### src/rtl/supply_flag_ctrl.sv
module supply_flag_ctrl (
  input  logic       clk,
  input  logic       rst_n,
  input  logic       below_raw,
  input  logic       det_en,
  input  logic       irq_mode,
  input  logic       wr_en,
  input  logic       wr_data,
  input  logic [1:0] rel_sel,
  input  logic [2:0] op_mode,
  input  logic       level_rel,
  input  logic       stop_pin,
  output logic       det_flag,
  output logic       stat_flag,
  output logic       irq,
  output logic       stop_release,
  output logic       stop_inhibit
);
  localparam logic [2:0] M_NORMAL = 3'd0;
  localparam logic [2:0] M_SLOW   = 3'd1;
  localparam logic [1:0] SEL_PIN  = 2'b00;
  localparam logic [1:0] SEL_VD   = 2'b01;

  logic s1, s2, s3;
  logic vdrel_q;

  wire awake   = (op_mode == M_NORMAL) || (op_mode == M_SLOW);
  wire clr_req = wr_en & ~wr_data;
  wire set_req = awake & det_en & s3;

  always_ff @(posedge clk or negedge rst_n) begin
    if (!rst_n) begin
      s1        <= 1'b0;
      s2        <= 1'b0;
      s3        <= 1'b0;
      stat_flag <= 1'b0;
      det_flag  <= 1'b0;
      irq       <= 1'b0;
      vdrel_q   <= 1'b0;
    end else begin
      s1 <= below_raw;
      s2 <= s1;
      s3 <= s2;
      if (awake) stat_flag <= det_en & s1;
      if (set_req)      det_flag <= 1'b1;
      else if (clr_req) det_flag <= 1'b0;
      irq     <= set_req & ~det_flag & irq_mode;
      vdrel_q <= det_en & irq_mode & ~level_rel & s2 & ~s1;
    end
  end

  always_comb begin
    case (rel_sel)
      SEL_PIN: stop_release = stop_pin;
      SEL_VD:  stop_release = vdrel_q;
      default: stop_release = 1'b0;
    endcase
  end

  assign stop_inhibit = (rel_sel == SEL_VD) & level_rel & ~s2;

  p_hold_r2: assert property (@(posedge clk) disable iff (!rst_n)
    det_flag && !(wr_en && !wr_data) |=> det_flag);

  p_sleep_stat_r6: assert property (@(posedge clk) disable iff (!rst_n)
    !awake |=> $stable(stat_flag));

  p_sleep_det_r6: assert property (@(posedge clk) disable iff (!rst_n)
    !awake && !clr_req |=> $stable(det_flag));

  p_no_set_r5: assert property (@(posedge clk) disable iff (!rst_n)
    !det_en && !det_flag |=> !det_flag);

  p_irq_once_r8: assert property (@(posedge clk) disable iff (!rst_n)
    irq |=> !irq);

  p_irq_flag_r8: assert property (@(posedge clk) disable iff (!rst_n)
    irq |-> det_flag && irq_mode);

  p_level_quiet_r10: assert property (@(posedge clk) disable iff (!rst_n)
    stop_inhibit |-> !stop_release);
endmodule

### config.mk
export PLATFORM = sky130hd
export DESIGN_NAME = supply_flag_ctrl
export DESIGN_NICKNAME = d
export VERILOG_FILES = /design/src/rtl/supply_flag_ctrl.sv
export SDC_FILE = /design/constraint.sdc
export NUM_CORES = 1
export LEC_CHECK = 0
export ABC_CLOCK_PERIOD_IN_PS = 1700
export BUFFER_PORTS_ARGS = -buffer_cell sky130_fd_sc_hd__buf_2
export CORE_AREA = 5 5 42 44
export DETAILED_ROUTE_END_ITERATION = 6
export DIE_AREA = 0 0 47 49
export RECOVER_POWER = 50
export SYNTH_ARGS = -nofsm -noshare
export SYNTH_HDL_FRONTEND = slang
export SYNTH_SLANG_ARGS = --single-unit
### constraint.sdc
create_clock -name clk -period 1.7 [get_ports clk]
set_input_delay 0.34 -clock clk [delete_from_list [all_inputs] [get_ports clk]]
set_output_delay 0.34 -clock clk [all_outputs]
set_load 0.005 [all_outputs]
==> results.cfg <==
[global_route]
grt_pass1_wl_um = 1080
grt_max_degree = 8
antenna_found_initial = 0
grt_usage_pct = 6.67
grt_pass1_vias = 256
gr-total-overflow = 0

[clocking]
postCtsSetupBuffers = 0
cts_tree = built
htree_levels = 1
cts-resized-gates = 0
tritoncts_num_sinks = 7
clk_pin_slew_ns = 0.05
clock-root-buffer = clkbuf_4
holdBufCountCts = 1
cts_buffers = 3
clk_latency_ns = 0.25
clock_path_buffers = 2

[min_path]
min_from = below_raw
min_path_type = in2reg
hold_depth = 1
holdPathEnd = s1$_DFF_PN0_

[power_and_ir_drop]
peakVddDrop_mv = 0.334
p_per_area_nw_per_um2 = 919
power_w = 0.000374
p_leak_nw = 0.208

[setup_path]
cp.required_ns = 1.36
endpoint_kind = output pin
reg2reg_depth = 2
r2r_start = s3$_DFF_PN0_
ff2ff_setup_slack_ns = 0.96
arrival_ns = 1.07
startpoint_type = flip-flop
crit_path_max_fanout = 3
path_class = reg2out
r2r-end = irq$_DFF_PN0_

[job]
cap_viol_max_count = 0

[logic_synthesis]
synth_warnings = 0
ys_types = 12
synth_area_sq_um = 267
yosysSeqAreaShare_pct = 65.7
synth.avg_cell_area_sq_um = 13.3
yosys.area.top_type_share_pct = 65.7
synth_top_cell_by_area = dfrtp_1
synth.area.top_cells = dfrtp_1 (66%), nor3b_2 (4.7%), nand4bb_1 (4.2%)
synth_fp_nets = 34
netlist_instances = 20
ys_ff_latch = 7

[timing]
grt_setup_unrepaired = false
fin_crit_sh_pct = 82.9
slew_viol_final = 0
min_period_ns = 1.41
fmax_mhz = 710
slew_headroom_pct = 75.7
setup_tns_ns = 0
finalSetupViolations = 0
finClkSkew_ns = 0.00179
worstMarginPinSlew_ns = 0.364
hold_viol = 0

[drt]
dr_total_vias = 235
wl_per_cell_um = 11.3
routed_wl_um = 654
vias_per_cell = 4.05
drtPass1Iterations = 1
drc = 0
ant_nets = 0
drt_iter0_drc = 0

[status]
status = finished, final reports clean

[place]
io_buffers = 17
hpwl_um = 543
routabilityCongestion = 0.706

[finish]
area_growth_pct = 52.6
drive_above_1_share_pct = 47.6
diodes = 0
nets = 57

[die]
die_h_um = 49
coreArea_sq_um = 1400
start_util_pct = 19.0
ioPinCount = 19
die_area_sq_um = 2300
die_width_um = 47
rows = 14
worst max-delay path, cell delays in order (launching register included):
cell	delay [ns]
dfrtp_1	0.41
nor4bb_1	0.26
buf_2	0.16
cells in the final DEF, fill, tap and decap left out, drive strengths merged:
master	netlist	layout
clkbuf	0	5
nand2	1	1
nand4bb	1	1
nor2	2	2
mux2i	1	1
inv	1	1
nand4b	1	1
nor3b	1	1
o21ai	2	2
dfrtp	7	7
nor4bb	1	1
dlygate4sd3	0	1
nor2b	1	1
buf	0	16
o31ai	1	1
logic make-up (layout without fill, tap and decap cells):
group           count (synthesis)  in the layout  synth area share [%]
compound gates                  3              3                  6.57
flops                           7              7                  65.7
mux                             1              1                  3.76
buf+inv                         1             23                  1.41
simple gates                    8              8                  22.5
metrics by stage:
step | hold WS [ns] | utilization, % | setup slack [ns] | cells | cell area [sq um]
finish | 0.194 | 29.0 | 0.291 | 58 | 407
global route | 0.183 | 29.0 | 0.218 | 58 | 407
CTS | 0.185 | 29.1 | 0.266 | 58 | 408
detailed placement | 0.180 | 26.5 | 0.492 | 53 | 372
global placement | 0.177 | 26.5 | 0.521 | 53 | 372
floorplan | 0.0444 | - | 0.690 | 20 | 267
sequential cells by signal (all words and copies together) (netlist names):
| signal | count |
|---|---|
| stat_flag | 1 |
| s3 | 1 |
| s1 | 1 |
| s2 | 1 |
| irq | 1 |
| det_flag | 1 |
| vdrel_q | 1 |
cells in the mapped netlist, drive strengths merged:
library cell / instances
nor4bb: 1
nor2b: 1
nand4b: 1
o21ai: 2
nor2: 2
dfrtp: 7
mux2i: 1
o31ai: 1
nand2: 1
inv: 1
nor3b: 1
nand4bb: 1
layout make-up:
type                    count  area, sq um
well taps                  16         20.0
inverters                   1         3.75
repair buffers             18         93.8
flip-flops and latches      7          175
clock buffers               4         26.3
multi-input cells          12         87.6
fillers                   164          995
report_power, final:
group	switching, W	leakage (nW)	internal, W
sequential	0.00000586	0.0888	0.000176
clock	0.0000623	0.0150	0.0000896
combinational	0.0000169	0.104	0.0000228
total	0.0000851	0.208	0.000289
worst max path at each step:
stage,from,end
global route,s2$_DFF_PN0_,stop_inhibit
detailed placement,rel_sel[1],stop_inhibit
CTS,s2$_DFF_PN0_,stop_inhibit
floorplan,s2$_DFF_PN0_,stop_inhibit
global placement,rel_sel[1],stop_inhibit
finish,s2$_DFF_PN0_,stop_inhibit
metal layers:
layer / track usage [%] / share of wire, % / vias up
li1: - / - / 117
met1: 9.23 / 45 / 100
met2: 7.92 / 36 / 18
met3: 3.32 / 19 / 0
met4: 4.15 / 0 / 0
met5: 0 / 0 / -
No activity file was read; power rests on OpenSTA's default activity.
